`src/rtl/ind_bridge_pkg.sv`:
```
package ind_bridge_pkg;

  typedef enum logic [2:0] {
    WIN_STATUS = 3'd0,
    WIN_ADDR   = 3'd1,
    WIN_DATA0  = 3'd2,
    WIN_DATA1  = 3'd3,
    WIN_DATA2  = 3'd4,
    WIN_DATA3  = 3'd5,
    WIN_REV    = 3'd6
  } win_sel_e;

  localparam int IDX_FIELD_W = 6;
  localparam int HALF_W      = 16;
  localparam int NUM_DATA    = 4;

  // Address word layout: {rd, idx[5:0], half} in bits 7:0
  typedef struct packed {
    logic                   rd;
    logic [IDX_FIELD_W-1:0] idx;
    logic                   half;
  } xfer_t;

endpackage

```
`src/rtl/ind_xfer_seq.sv`:
```
module ind_xfer_seq
  import ind_bridge_pkg::*;
#(
  parameter int BUSY_CYCLES = 4
) (
  input  logic  clk,
  input  logic  rst,
  input  logic  launch,
  input  xfer_t launch_cmd,
  output logic  busy,
  output logic  done,
  output xfer_t cmd_q
);

  localparam int EFF   = (BUSY_CYCLES < 2) ? 2 : BUSY_CYCLES;
  localparam int CNT_W = $clog2(EFF);

  logic [CNT_W-1:0] cnt;

  always_ff @(posedge clk) begin
    if (rst) begin
      busy  <= 1'b0;
      cnt   <= '0;
      cmd_q <= '0;
    end else if (busy) begin
      if (cnt == '0) busy <= 1'b0;
      else           cnt  <= cnt - 1'b1;
    end else if (launch) begin
      busy  <= 1'b1;
      cnt   <= CNT_W'(EFF - 1);
      cmd_q <= launch_cmd;
    end
  end

  assign done = busy && (cnt == '0);


  busy_hold_chk: assert property (@(posedge clk) disable iff (rst)
    (busy && cnt != '0) |=> busy);


  busy_rise_chk: assert property (@(posedge clk) disable iff (rst)
    $rose(busy) |-> $past(launch));


  cmd_hold_chk: assert property (@(posedge clk) disable iff (rst)
    busy |=> $stable(cmd_q));

endmodule

```
`src/rtl/ind_regfile.sv`:
```
module ind_regfile #(
  parameter int NUM_REGS = 16,
  parameter int IDX_W    = 4,
  parameter int LANE_W   = 16
) (
  input  logic                   clk,
  input  logic [IDX_W-1:0]       idx,
  input  logic [1:0]             wr_en,
  input  logic [1:0][LANE_W-1:0] wr_data,
  output logic [1:0][LANE_W-1:0] rd_data
);

  for (genvar g = 0; g < 2; g++) begin : g_lane
    logic [LANE_W-1:0] mem [NUM_REGS];
    logic [LANE_W-1:0] q;

    initial begin
      for (int i = 0; i < NUM_REGS; i++) mem[i] = '0;
    end

    always_ff @(posedge clk) begin
      if (wr_en[g]) mem[idx] <= wr_data[g];
      q <= mem[idx];
    end

    assign rd_data[g] = q;
  end

endmodule

```
`src/rtl/ind_reg_bridge.sv`:
```
module ind_reg_bridge
  import ind_bridge_pkg::*;
#(
  parameter int         NUM_REGS    = 16,
  parameter int         BUSY_CYCLES = 4,
  parameter logic [3:0] BOARD_ID    = 4'h4,
  parameter logic [3:0] MAJOR_REV   = 4'h2,
  parameter logic [3:0] MINOR_REV   = 4'h1
) (
  input  logic        clk,
  input  logic        rst,
  input  logic        host_req,
  input  logic        host_we,
  input  logic [2:0]  host_sel,
  input  logic [15:0] host_wdata,
  output logic        host_ack,
  output logic [15:0] host_rdata,
  input  logic        codec_absent,
  output logic        core_run,
  output logic        codec_run
);

  localparam int IDX_W = (NUM_REGS > 1) ? $clog2(NUM_REGS) : 1;
  localparam logic [IDX_FIELD_W:0] NREGS_L = NUM_REGS[IDX_FIELD_W:0];

  logic  busy, done, launch, st_wr, in_range, commit;
  xfer_t cmd_q;
  logic [NUM_DATA-1:0][HALF_W-1:0] data_q;
  logic [1:0][HALF_W-1:0] rf_rd, rf_wr;
  logic [1:0] rf_we;
  logic [15:0] rd_mux;

  assign launch = host_req && host_we && (host_sel == WIN_ADDR);
  assign st_wr  = host_req && host_we && (host_sel == WIN_STATUS);

  ind_xfer_seq #(.BUSY_CYCLES(BUSY_CYCLES)) u_seq (
    .clk        (clk),
    .rst        (rst),
    .launch     (launch),
    .launch_cmd (xfer_t'(host_wdata[7:0])),
    .busy       (busy),
    .done       (done),
    .cmd_q      (cmd_q)
  );

  assign in_range = ({1'b0, cmd_q.idx} < NREGS_L);
  assign commit   = done && !cmd_q.rd && in_range;
  assign rf_we[0] = commit && !cmd_q.half;
  assign rf_we[1] = commit;
  assign rf_wr[0] = data_q[0];
  assign rf_wr[1] = cmd_q.half ? data_q[0] : data_q[1];

  ind_regfile #(.NUM_REGS(NUM_REGS), .IDX_W(IDX_W), .LANE_W(HALF_W)) u_rf (
    .clk     (clk),
    .idx     (cmd_q.idx[IDX_W-1:0]),
    .wr_en   (rf_we),
    .wr_data (rf_wr),
    .rd_data (rf_rd)
  );

  // data registers: host writes blocked while a transfer runs
  always_ff @(posedge clk) begin
    if (rst) begin
      data_q <= '0;
    end else if (done && cmd_q.rd) begin
      data_q[0] <= in_range ? (cmd_q.half ? rf_rd[1] : rf_rd[0]) : '0;
    end else if (host_req && host_we && !busy) begin
      for (int k = 0; k < NUM_DATA; k++)
        if (host_sel == 3'(k + 2)) data_q[k] <= host_wdata;
    end
  end

  always_ff @(posedge clk) begin
    if (rst) begin
      core_run  <= 1'b0;
      codec_run <= 1'b0;
    end else if (st_wr) begin
      core_run  <= host_wdata[1];
      codec_run <= host_wdata[2];
    end
  end

  always_comb begin
    case (host_sel)
      WIN_STATUS: rd_mux = {13'b0, codec_run, core_run, busy};
      WIN_DATA0:  rd_mux = data_q[0];
      WIN_DATA1:  rd_mux = data_q[1];
      WIN_DATA2:  rd_mux = data_q[2];
      WIN_DATA3:  rd_mux = data_q[3];
      WIN_REV:    rd_mux = {BOARD_ID, 3'b0, codec_absent, MAJOR_REV, MINOR_REV};
      default:    rd_mux = '0;
    endcase
  end

  always_ff @(posedge clk) begin
    if (rst) begin
      host_ack   <= 1'b0;
      host_rdata <= '0;
    end else begin
      host_ack   <= host_req;
      host_rdata <= (host_req && !host_we) ? rd_mux : '0;
    end
  end


  ack_next_chk: assert property (@(posedge clk) disable iff (rst)
    host_req |=> host_ack);


  data_hold_chk: assert property (@(posedge clk) disable iff (rst)
    (busy && !done) |=> $stable(data_q));


  run_change_chk: assert property (@(posedge clk) disable iff (rst)
    !$stable({core_run, codec_run}) |-> $past(st_wr));


  oob_read_zero_chk: assert property (@(posedge clk) disable iff (rst)
    (done && cmd_q.rd && !in_range) |=> (data_q[0] == '0));

endmodule

```
`config.mk`:
```
export PLATFORM = sky130hd
export DESIGN_NAME = ind_reg_bridge
export DESIGN_NICKNAME = d
export VERILOG_FILES = /design/src/rtl/ind_bridge_pkg.sv /design/src/rtl/ind_xfer_seq.sv /design/src/rtl/ind_regfile.sv /design/src/rtl/ind_reg_bridge.sv
export SDC_FILE = /design/constraint.sdc
export NUM_CORES = 1
export LEC_CHECK = 0
export CORE_MARGIN = 3
export CORE_UTILIZATION = 32
export CTS_CLUSTER_SIZE = 30
export DETAILED_ROUTE_END_ITERATION = 10
export DONT_BUFFER_PORTS = 1
export GPL_TIMING_DRIVEN = 0
export PLACE_DENSITY = 0.51
export SLEW_MARGIN = 15
export SYNTH_ARGS = -nofsm -noshare
export SYNTH_HDL_FRONTEND = slang
export SYNTH_SLANG_ARGS = --single-unit
```
`constraint.sdc`:
```
create_clock -name clk -period 4.8 [get_ports clk]
set_input_delay 0.48 -clock clk [delete_from_list [all_inputs] [get_ports clk]]
set_output_delay 0.48 -clock clk [all_outputs]
set_load 0.02 [all_outputs]
```
==> impl_metrics.tcl <==
set metrics [dict create \
    outcome "finished clean" \
    whs_ns 0.0292 \
    clkSlewWorstSetupHoldPaths_ns 0.06 \
    cts_buffers 67 \
    num-fill-cells 7126 \
    chipWidth_um 283 \
    p_total_mw 11.2 \
    multi_input_area_mm2 0.00630 \
    syn_nets 1434 \
    place_area_mm2 0.0264 \
    syn_area_mm2 0.0246 \
    areaGrowthSynthToFinish_pct 16.6 \
    ioPinCount 43 \
    hpwlAfterDp_um 45000 \
    design.die.area_mm2 0.0804 \
    tightest_slew_ns 1.17 \
    synth_area_leader_cell "edfxtp_1" \
    synth_most_common_cell "edfxtp_1" \
    routed.top_layer "met4" \
    wl_met2_um 32800 \
    wire_per_inst_um 24.9 \
    p_leak_nw 8.93 \
    rsz0062_at_grt "no" \
    async_reset_ff_frac 0 \
    max_cap_viol_count 0 \
    vias 13451 \
    critPathKind "reg -> reg" \
    seq_area_mm2 0.0179 \
    gp_congestion 0.897 \
    finalSetupViolCount 0 \
    grt_max_degree 20 \
    drc 0 \
    track_usage 0.162 \
    drt-pass1-iter-count 6 \
    clock-sinks 638 \
    postSynthCellCount 1409 \
    worst_ep_required_time_ns 5.08 \
    die_h_um 283 \
    grt_antenna_before_repair 0 \
    tritoncts "done" \
    drive_gt1_frac 0.235 \
    synth_ff_type "edfxtp_1" \
    cts-root-buf "clkbuf_16" \
    ir_drop_v 0.000262 \
    relSlewSlack 0.219 \
    place_ws_ns 1.51 \
    power-per-cell-area_mw_per_mm2 391 \
    fin_crit_sh 0.697 \
    core_mm2 0.0761 \
    maxSlewViolCount 0 \
    fin_setup_tns_ns 0 \
    ys_seq_elements 638 \
    clockBufferDepth 3 \
    worstSkewPairLatency_ns 0.60 \
    worstPathMaxFanout 10 \
    period_minus_slack_ns 3.35 \
    met1_length_um 28000 \
    finalWorstSetupSlack_ns 1.45 \
    grt_pass1_vias 14180 \
    grt_pass1_wl_um 96700 \
    cts_max_level 3 \
    rows 101 \
    vias_per_cell 5.15 \
    start_util 0.324 \
    wl_met3_um 2860 \
    detail-route-antenna-nets 0 \
    synth_common_cells "edfxtp_1, mux4_2, dfxtp_1, a22oi_1, nand3_1" \
    fin_nets 1555 \
    ys_top_cells_by_area "edfxtp_1, mux4_2, dfxtp_1" \
    endpoint_kind "register" \
    place.port_buffers 0 \
    finish.instance_area_mm2 0.0287 \
    synth_edf_count 512 \
    ys_types 44 \
    synth_top_cell_area_share 0.624 \
    arrival_ns 3.63 \
    startpoint_type "register" \
    dr.first_iter.drc_count 1162 \
    ys_seq_area_frac 0.726 \
    hp-class "in -> reg" \
    fmax_mhz 299 \
    grt-ovfl-total 0 \
    clock_skew_ns 0.0327 \
    wl_um 65000 \
    final_hold_viol_count 0 \
    yosys_warnings 0 \
    synth.avg_cell_area_um2 17.5 \
]
[worst paths after layout]
path / startpoint / to / slack (ns) / cells past startpoint
setup / recovery: u_seq.cmd_q[1]$_SDFFE_PP0P_ / u_rf.g_lane[1].mem[3][5]$_DFFE_PP_ / 1.45 / 6
hold / removal: host_wdata[12] / data_q[44]$_SDFFE_PP0P_ / 0.03 / 2
setup reg to reg: u_seq.cmd_q[1]$_SDFFE_PP0P_ / u_rf.g_lane[1].mem[3][5]$_DFFE_PP_ / 1.45 / 6
hold reg to reg: data_q[61]$_SDFFE_PP0P_ / data_q[61]$_SDFFE_PP0P_ / 0.48 / 2
[state kept, by name, summed over array words and instances (netlist names)]
| register | flops |
|---|---|
| codec_run | 1 |
| u_seq.busy | 1 |
| u_seq.cmd_q | 8 |
| host_rdata | 16 |
| host_ack | 1 |
| u_seq.cnt | 2 |
| u_rf.g_lane.mem | 512 |
| data_q | 64 |
| core_run | 1 |
| u_rf.g_lane.q | 32 |
[placed cells by master, fill, tap and decap left out, types with 31 or more instances in the layout]
cell and instances:
mux4_2 128, a21oi_1 75, mux2_2 35, buf_4 31, clkbuf_1 80, o21ai_0 70
a22oi_1 77, dfxtp_1 126, clkbuf_16 69, edfxtp_1 512, nand3_1 76, nand2_1 36
buf_2 32
[metal layers]
layer  up-vias  track usage
li1       5941            -
met1      7067        0.214
met2       358        0.278
met3        85       0.0268
met4         0       0.0458
met5         -            0
[kinds of logic after synthesis]
kind of cell / count (synthesis) / share of synthesized area
AO/OA/AOI/OAI: 270 / 0.0689
adder cells (fa/ha/maj): 1 / 0.000508
buffers and inverters: 134 / 0.0241
flip-flops: 638 / 0.726
multiplexers: 163 / 0.133
AND/OR/NAND/NOR: 203 / 0.0471
[worst max-delay path: stages (launching register included)]
cell,delay [ns]
dfxtp_1,0.30
clkbuf_1,0.51
buf_6,0.26
buf_4,0.28
nand4b_1,0.65
nor2_2,0.77
buf_6,0.24
[final cells by class]
class	count	area share
multi-input combinational	637	0.220
clock buffer	95	0.0660
clock inverter	27	0.00815
timing repair buffer	52	0.0174
inverter	20	0.00261
antenna	1	0.0000871
buffer	114	0.0180
tap	1030	0.0449
sequential	638	0.623
[stage by stage]
| stage | utilization | instances |
|---|---|---|
| after detailed placement | 0.347 | 2473 |
| after floorplan | - | 1409 |
| final | 0.377 | 2614 |
| after global routing | 0.377 | 2613 |
| after global placement | 0.341 | 2439 |
| after CTS | 0.377 | 2613 |
[report_power, final]
group	leakage (nW)	switching (mW)	internal, mW	total (mW)
combinational	2.19	0.146	0.0772	0.223
sequential	5.70	0.0331	5.93	5.97
clock	1.04	2.10	2.93	5.02
total	8.93	2.28	8.94	11.2
[repair_timing]
| action | CTS | global route |
|---|---|---|
| hold buffers | 18 | 0 |
| setup endpoints to repair | 0 | 0 |
| endpoints found under the hold margin | 25 | 0 |
| setup buffers | 0 | 0 |
| gates resized for setup | 0 | 0 |
No activity file was read; power rests on OpenSTA's default activity.
